**src/rtl/lkd_pkg.sv**
```systemverilog
package lkd_pkg;
    typedef enum logic [1:0] {
        ST_UNLOCK = 2'd0,
        ST_LOCKED = 2'd1,
        ST_HOLD   = 2'd2
    } lkd_state_e;
endpackage

```
**src/rtl/lkd_skew_meter.sv**
```systemverilog
module lkd_skew_meter #(
    parameter int WIN_W = 6
) (
    input  logic             clk,
    input  logic             rst,
    input  logic             ref_pulse,
    input  logic             fb_pulse,
    input  logic [WIN_W-1:0] win,
    output logic             meas_valid,
    output logic             meas_good
);
    localparam int AGE_W = WIN_W + 1;

    typedef struct packed {
        logic             waiting;
        logic             ref_first;
        logic [AGE_W-1:0] age;
    } meter_t;

    meter_t cur_q, nxt_d;
    logic lead_hit, partner_hit;
    logic [AGE_W-1:0] win_ext;

    always_comb begin
        nxt_d       = cur_q;
        meas_valid  = 1'b0;
        meas_good   = 1'b0;
        win_ext     = {1'b0, win};
        lead_hit    = cur_q.ref_first ? ref_pulse : fb_pulse;
        partner_hit = cur_q.ref_first ? fb_pulse : ref_pulse;
        if (!cur_q.waiting) begin
            if (ref_pulse && fb_pulse) begin
                meas_valid = 1'b1;
                meas_good  = (win != '0);
            end else if (ref_pulse || fb_pulse) begin
                nxt_d.waiting   = 1'b1;
                nxt_d.ref_first = ref_pulse;
                nxt_d.age       = AGE_W'(1);
            end
        end else if (partner_hit) begin
            meas_valid = 1'b1;
            meas_good  = (cur_q.age < win_ext);
            if (lead_hit) nxt_d.age = AGE_W'(1);
            else          nxt_d.waiting = 1'b0;
        end else if (lead_hit) begin
            meas_valid = 1'b1;
            meas_good  = 1'b0;
            nxt_d.age  = AGE_W'(1);
        end else if (cur_q.age <= win_ext) begin
            nxt_d.age = cur_q.age + AGE_W'(1);
        end
        if (rst) nxt_d = '0;
    end

    always_ff @(posedge clk) begin
        cur_q <= nxt_d;
    end


    wait_hold_chk: assert property (@(posedge clk) disable iff (rst)
        (cur_q.waiting && !ref_pulse && !fb_pulse)
        |=> (cur_q.waiting && cur_q.age >= $past(cur_q.age)));


    lead_repeat_chk: assert property (@(posedge clk) disable iff (rst)
        (cur_q.waiting && cur_q.ref_first && ref_pulse && !fb_pulse)
        |-> (meas_valid && !meas_good));
endmodule

```
**src/rtl/lkd_qual_fsm.sv**
```systemverilog
module lkd_qual_fsm
    import lkd_pkg::*;
#(
    parameter int CNT_W = 8
) (
    input  logic             clk,
    input  logic             rst,
    input  logic             meas_valid,
    input  logic             meas_good,
    input  logic             los,
    input  logic [CNT_W-1:0] lock_run,
    input  logic [CNT_W-1:0] hold_run,
    output logic [1:0]       state_o,
    output logic             restart_o
);
    typedef struct packed {
        lkd_state_e       st;
        logic [CNT_W-1:0] cnt;
    } fsm_t;

    fsm_t cur_q, nxt_d;
    logic [CNT_W:0] cnt_inc;

    always_comb begin
        nxt_d   = cur_q;
        cnt_inc = {1'b0, cur_q.cnt} + (CNT_W+1)'(1);
        case (cur_q.st)
            ST_UNLOCK: begin
                if (los) begin
                    nxt_d.cnt = '0;
                end else if (meas_valid) begin
                    if (!meas_good) begin
                        nxt_d.cnt = '0;
                    end else if (cnt_inc >= {1'b0, lock_run}) begin
                        nxt_d.st  = ST_LOCKED;
                        nxt_d.cnt = '0;
                    end else begin
                        nxt_d.cnt = cnt_inc[CNT_W-1:0];
                    end
                end
            end
            ST_LOCKED: begin
                nxt_d.cnt = '0;
                if (los)                          nxt_d.st = ST_HOLD;
                else if (meas_valid && !meas_good) nxt_d.st = ST_UNLOCK;
            end
            ST_HOLD: begin
                if (los) begin
                    nxt_d.cnt = '0;
                end else if (meas_valid) begin
                    if (!meas_good) begin
                        nxt_d.cnt = '0;
                    end else if (cnt_inc >= {1'b0, hold_run}) begin
                        nxt_d.st  = ST_LOCKED;
                        nxt_d.cnt = '0;
                    end else begin
                        nxt_d.cnt = cnt_inc[CNT_W-1:0];
                    end
                end
            end
            default: begin
                nxt_d.st  = ST_UNLOCK;
                nxt_d.cnt = '0;
            end
        endcase
        if (rst) begin
            nxt_d.st  = ST_UNLOCK;
            nxt_d.cnt = '0;
        end
    end

    always_ff @(posedge clk) begin
        cur_q <= nxt_d;
    end

    assign state_o   = cur_q.st;
    assign restart_o = (nxt_d.cnt == '0);


    run_bound_chk: assert property (@(posedge clk) disable iff (rst)
        (cur_q.st == ST_UNLOCK && lock_run != '0) |-> (cur_q.cnt < lock_run));


    drop_lock_chk: assert property (@(posedge clk) disable iff (rst)
        (cur_q.st == ST_LOCKED && !los && meas_valid && !meas_good)
        |=> (cur_q.st == ST_UNLOCK));


    hold_entry_chk: assert property (@(posedge clk) disable iff (rst)
        (cur_q.st == ST_HOLD && $past(cur_q.st) != ST_HOLD)
        |-> $past(cur_q.st == ST_LOCKED && los));


    hold_stay_chk: assert property (@(posedge clk) disable iff (rst)
        (cur_q.st == ST_HOLD && meas_valid && !meas_good)
        |=> (cur_q.st == ST_HOLD && cur_q.cnt == '0));
endmodule

```
**src/rtl/lkd_cfg_shadow.sv**
```systemverilog
module lkd_cfg_shadow #(
    parameter int WIN_W      = 6,
    parameter int CNT_W      = 8,
    parameter int DEF_WINDOW = 4,
    parameter int DEF_LOCK   = 8,
    parameter int DEF_HOLD   = 16
) (
    input  logic             clk,
    input  logic             rst,
    input  logic             load,
    input  logic [WIN_W-1:0] in_win,
    input  logic [CNT_W-1:0] in_lock,
    input  logic [CNT_W-1:0] in_hold,
    input  logic             restart,
    output logic [WIN_W-1:0] act_win,
    output logic [CNT_W-1:0] act_lock,
    output logic [CNT_W-1:0] act_hold
);
    typedef struct packed {
        logic [WIN_W-1:0] win;
        logic [CNT_W-1:0] lock;
        logic [CNT_W-1:0] hold;
    } cfg_t;

    localparam cfg_t CFG_RST = '{win:  WIN_W'(DEF_WINDOW),
                                 lock: CNT_W'(DEF_LOCK),
                                 hold: CNT_W'(DEF_HOLD)};

    cfg_t pend_q, pend_d, act_q, act_d;

    always_comb begin
        pend_d = pend_q;
        act_d  = act_q;
        if (restart) act_d = pend_q;
        if (load) begin
            pend_d.win  = in_win;
            pend_d.lock = in_lock;
            pend_d.hold = in_hold;
        end
        if (rst) begin
            pend_d = CFG_RST;
            act_d  = CFG_RST;
        end
    end

    always_ff @(posedge clk) begin
        pend_q <= pend_d;
        act_q  <= act_d;
    end

    assign act_win  = act_q.win;
    assign act_lock = act_q.lock;
    assign act_hold = act_q.hold;


    pend_keep_chk: assert property (@(posedge clk) disable iff (rst)
        !load |=> $stable(pend_q));


    act_keep_chk: assert property (@(posedge clk) disable iff (rst)
        !restart |=> $stable(act_q));
endmodule

```
**src/rtl/lock_detect_holdover.sv**
```systemverilog
module lock_detect_holdover
    import lkd_pkg::*;
#(
    parameter int WIN_W      = 6,
    parameter int CNT_W      = 8,
    parameter int DEF_WINDOW = 4,
    parameter int DEF_LOCK   = 8,
    parameter int DEF_HOLD   = 16
) (
    input  logic             clk,
    input  logic             rst,
    input  logic             ref_pulse,
    input  logic             fb_pulse,
    input  logic             los,
    input  logic             cfg_load,
    input  logic [WIN_W-1:0] cfg_window,
    input  logic [CNT_W-1:0] cfg_lock_run,
    input  logic [CNT_W-1:0] cfg_hold_run,
    output logic             lock_o,
    output logic             holdover_o,
    output logic [1:0]       state_o
);
    logic             meas_valid, meas_good, restart;
    logic [WIN_W-1:0] act_win;
    logic [CNT_W-1:0] act_lock, act_hold;
    logic [1:0]       st;

    lkd_cfg_shadow #(
        .WIN_W(WIN_W), .CNT_W(CNT_W), .DEF_WINDOW(DEF_WINDOW),
        .DEF_LOCK(DEF_LOCK), .DEF_HOLD(DEF_HOLD)
    ) u_cfg (
        .clk(clk), .rst(rst), .load(cfg_load), .in_win(cfg_window),
        .in_lock(cfg_lock_run), .in_hold(cfg_hold_run), .restart(restart),
        .act_win(act_win), .act_lock(act_lock), .act_hold(act_hold)
    );

    lkd_skew_meter #(.WIN_W(WIN_W)) u_meter (
        .clk(clk), .rst(rst), .ref_pulse(ref_pulse), .fb_pulse(fb_pulse),
        .win(act_win), .meas_valid(meas_valid), .meas_good(meas_good)
    );

    lkd_qual_fsm #(.CNT_W(CNT_W)) u_fsm (
        .clk(clk), .rst(rst), .meas_valid(meas_valid), .meas_good(meas_good),
        .los(los), .lock_run(act_lock), .hold_run(act_hold),
        .state_o(st), .restart_o(restart)
    );

    assign state_o    = st;
    assign lock_o     = (st == ST_LOCKED);
    assign holdover_o = (st == ST_HOLD);


    flag_excl_chk: assert property (@(posedge clk) disable iff (rst)
        !(lock_o && holdover_o));


    state_code_chk: assert property (@(posedge clk) disable iff (rst)
        state_o != 2'd3);
endmodule

```
**config.mk**
```make
export PLATFORM = sky130hd
export DESIGN_NAME = lock_detect_holdover
export DESIGN_NICKNAME = d
export VERILOG_FILES = /design/src/rtl/lkd_pkg.sv /design/src/rtl/lkd_skew_meter.sv /design/src/rtl/lkd_qual_fsm.sv /design/src/rtl/lkd_cfg_shadow.sv /design/src/rtl/lock_detect_holdover.sv
export SDC_FILE = /design/constraint.sdc
export NUM_CORES = 1
export LEC_CHECK = 0
export BUFFER_PORTS_ARGS = -buffer_cell sky130_fd_sc_hd__buf_2
export CAP_MARGIN = 0
export CORE_MARGIN = 3
export CORE_UTILIZATION = 50
export DETAILED_ROUTE_END_ITERATION = 10
export GPL_ROUTABILITY_DRIVEN = 0
export PLACE_DENSITY = 0.69
export SYNTH_ARGS = -nofsm -noshare
export SYNTH_HDL_FRONTEND = slang
export SYNTH_SLANG_ARGS = --single-unit
```
**constraint.sdc**
```tcl
create_clock -name clk -period 4.35 [get_ports clk]
set_input_delay 0.87 -clock clk [delete_from_list [all_inputs] [get_ports clk]]
set_output_delay 0.87 -clock clk [all_outputs]
set_load 0.05 [all_outputs]
```
==> metrics.csv <==
metric,value,unit
status,"finished, final reports clean",
Synth Register Bits,63,
clock transition at the registers of the reported paths,70,ps
final worst path period share,0.883,
pwr/cell area,334,nW/µm²
via total after detailed routing,2583,
Post-CTS Hold Buffers,0,
final WL,6670,µm
Layout area overhead,10.6,%
Final Max Tran Viols,0,
critical path type,reg -> reg,
yosys warns,0,
clk_lat worst skew,350,ps
final hold violations,0,
largest net degree at the start of global routing,51,
H-tree depth,3,
row cnt,29,
setup violators final,0,
vias in the first global route,2535,
ANT cells,0,
Num CTS Buffers,9,
Crit path top cell by count,ha_1,
Die Span X,88.9,µm
Leak,1.75,nW
CP peak stage delay,510,ps
first-pass GRT wire length,11500,µm
slowest CP cell,dfxtp_1,
top layer in use,met4,
GRT overflow,0,
"area leader, netlist",dfxtp_1,
DP Worst Slack,527,ps
MaxCap Viol Count,0,
share of the synthesized area in the top cell type,0.367,
largest family of logic cells by synthesized area,simple AND/OR/NAND/NOR gates,
PostCTS Resize Cnt,0,
VDD IR max,0.228,mV
Setup Buffers After CTS,0,
DRC,0,
CTS tree,done,
port bufs,31,
DP Wirelength,4940,µm
RSZ-0062 raised after global routing,no,
Hold Path Class,reg -> reg,
post-synthesis sequential area ratio,0.367,
Post-Synth Simple-Gate Area,0.190,
minimum clock period,3840,ps
Initial DRC Count,150,
DRT Pass-1 Iters,4,
f_max,260,MHz
post-synthesis adder-cell area fraction,0.0948,
synthesized area,3430,µm²
Compound-Gate Fraction of Synth Area,0.132,
Critical Path AT,4110,ps
relative slew slack,0.491,
vias per std cell,5.42,
Clock Sink Count,63,
Detail Route met3 WL,236,µm
Core Footprint,6490,µm²
Worst Skew,11.0,ps
nets@finish,449,
number of flops mapped to enable cells by yosys,0,
Syn Nets,424,
post-synthesis mux area share,0.131,
Boundary Pins,32,
synthesized instance count,370,
"Avg Cell Area, Syn",9.28,µm²
largest buffer count on any clock path,2,
ys flop type,dfxtp_1,
Routed wire per std cell,14.0,µm
Critical Path RT,4620,ps
worst path cell trace,"ha_1, nand3_1, xnor2_1, ha_1, o21a_1, o21ai_1, o311a_4, o21ai_2, a21oi_1, nor3_4, buf_4, mux2i_1",
CP Launch Type,flop,
nature of the critical path endpoint,flop,
top post-synthesis cells by area,"dfxtp_1 (37%), mux2i_1 (12%), ha_1 (9.5%)",
share of layout cells above drive strength 1,0.150,
M1 wire length,3150,µm
antenna-violating nets left,0,
WL met2,3110,µm
setup TNS,0,ps
Worst Path Max Fanout,17,
Die Area,7900,µm²
Post-Synth XOR/XNOR Area,0.0332,
library cells used by synthesis,57,
Hold Slack,469,ps
initial core utilization,0.529,
Slew @ Worst Pin,763,ps
root buf cell,clkbuf_8,
setup ws final,510,ps
r2r setup slk,510,ps
asr flop ratio synth,0,
GRT Util Overall,0.190,
initial antenna violation count,0,
height of the chip,88.9,µm
[cell usage after synthesis (3+ instances only)]
| cell | instances |
|---|---|
| dfxtp_1 | 63 |
| nor2_1 | 47 |
| mux2i_1 | 40 |
| ha_1 | 26 |
| inv_1 | 24 |
| nand2b_1 | 21 |
| nand2_1 | 18 |
| a21oi_1 | 14 |
| nor2b_1 | 9 |
| clkbuf_1 | 8 |
| nand3_1 | 8 |
| xor2_1 | 7 |
| xnor2_1 | 6 |
| nand4_1 | 5 |
| a211o_1 | 4 |
| a21o_1 | 4 |
| buf_2 | 4 |
| buf_4 | 3 |
| mux2_1 | 3 |
| nand3b_1 | 3 |
| nor3_1 | 3 |
| o2111ai_1 | 3 |
| o211ai_1 | 3 |
| o21a_1 | 3 |
[power breakdown]
part	internal [mW]	switching, mW	total (mW)
logic	0.0643	0.0821	0.146
registers	0.602	0.0169	0.619
clock network	0.265	0.238	0.503
total	0.931	0.337	1.27
[metrics by stage]
step / instances / utilization / cell area, µm² / power (mW)
after floorplan: 370 / - / 3430 / 0.741
after global placement: 461 / 0.554 / 3600 / 0.774
after detailed placement: 461 / 0.554 / 3600 / 0.779
after CTS: 477 / 0.585 / 3800 / 1.28
after global routing: 477 / 0.585 / 3800 / 1.33
final: 477 / 0.585 / 3800 / 1.27
[area by class of cell]
class	instances	area, µm²
flip-flops and latches	63	1260
well taps	77	96.3
fillers	583	2700
multi-input cells	265	1990
repair buffers	32	163
clock buffers	9	124
clock inverters	7	72.6
inverters	24	90.1
[metal layers]
| layer | GRT usage | vias up |
|---|---|---|
| li1 | - | 1335 |
| met4 | 0.0783 | 0 |
| met3 | 0.0587 | 15 |
| met2 | 0.308 | 45 |
| met5 | 0 | - |
| met1 | 0.234 | 1188 |
[critical path: cells and delay by family (launching register included)]
family	cells	cell delay (ps)
xor gates and xnor gates	1	180
adders and majority gates	2	680
DFF	1	510
AOI/OAI and AO/OA	5	1200
muxes	1	230
buffers and inverters	1	370
and+or+nand+nor	2	590
[state kept, by name, indices dropped and copies added, names as in the netlist]
| name | count |
|---|---|
| u_meter.cur_q | 9 |
| u_cfg.act_hold | 8 |
| u_cfg.act_win | 6 |
| u_fsm.cur_q | 8 |
| u_fsm.state_o | 2 |
| u_cfg.act_lock | 8 |
| u_cfg.pend_q | 22 |
[cell families (layout without fill, tap and decap cells)]
logic type	after synthesis	in the layout
adder cells (fa/ha/maj)	26	26
flip-flops	63	63
XOR/XNOR	13	13
AND/OR/NAND/NOR	128	128
AO/OA/AOI/OAI	54	54
multiplexers	44	44
buffers and inverters	42	72
[path summary, 6_finish.rpt]
check                                       start                 to  cells past startpoint
worst min-delay path            u_cfg.act_hold[3]  u_cfg.act_hold[3]                      2
worst min register to register  u_cfg.act_hold[3]  u_cfg.act_hold[3]                      2
worst max register to register     u_fsm.cur_q[0]  u_cfg.act_hold[7]                     12
worst max-delay path               u_fsm.cur_q[0]  u_cfg.act_hold[7]                     12
[placed cells by master, fill, tap and decap left out, drive strengths merged, types with 2 or more instances in the layout]
cell type | Yosys | final
a211oi | 3 | 3
o21ai | 5 | 5
a31oi | 2 | 2
xnor2 | 6 | 6
nand2 | 19 | 19
buf | 10 | 32
a21o | 4 | 4
nor3 | 4 | 4
o21bai | 2 | 2
a21oi | 14 | 14
nor2b | 9 | 9
nand2b | 21 | 21
mux2 | 4 | 4
a2111oi | 2 | 2
clkbuf | 8 | 9
mux2i | 40 | 40
inv | 24 | 25
nor4 | 2 | 2
and3 | 2 | 2
clkinvlp | 0 | 2
o211ai | 3 | 3
clkinv | 0 | 3
nand3 | 8 | 8
nand4 | 5 | 5
o21a | 3 | 3
o2111ai | 3 | 3
a211o | 4 | 4
xor2 | 7 | 7
ha | 26 | 26
a221oi | 2 | 2
nor2 | 47 | 47
dfxtp | 63 | 63
or3 | 2 | 2
nand3b | 3 | 3
Power figures use the tool's default switching activity.
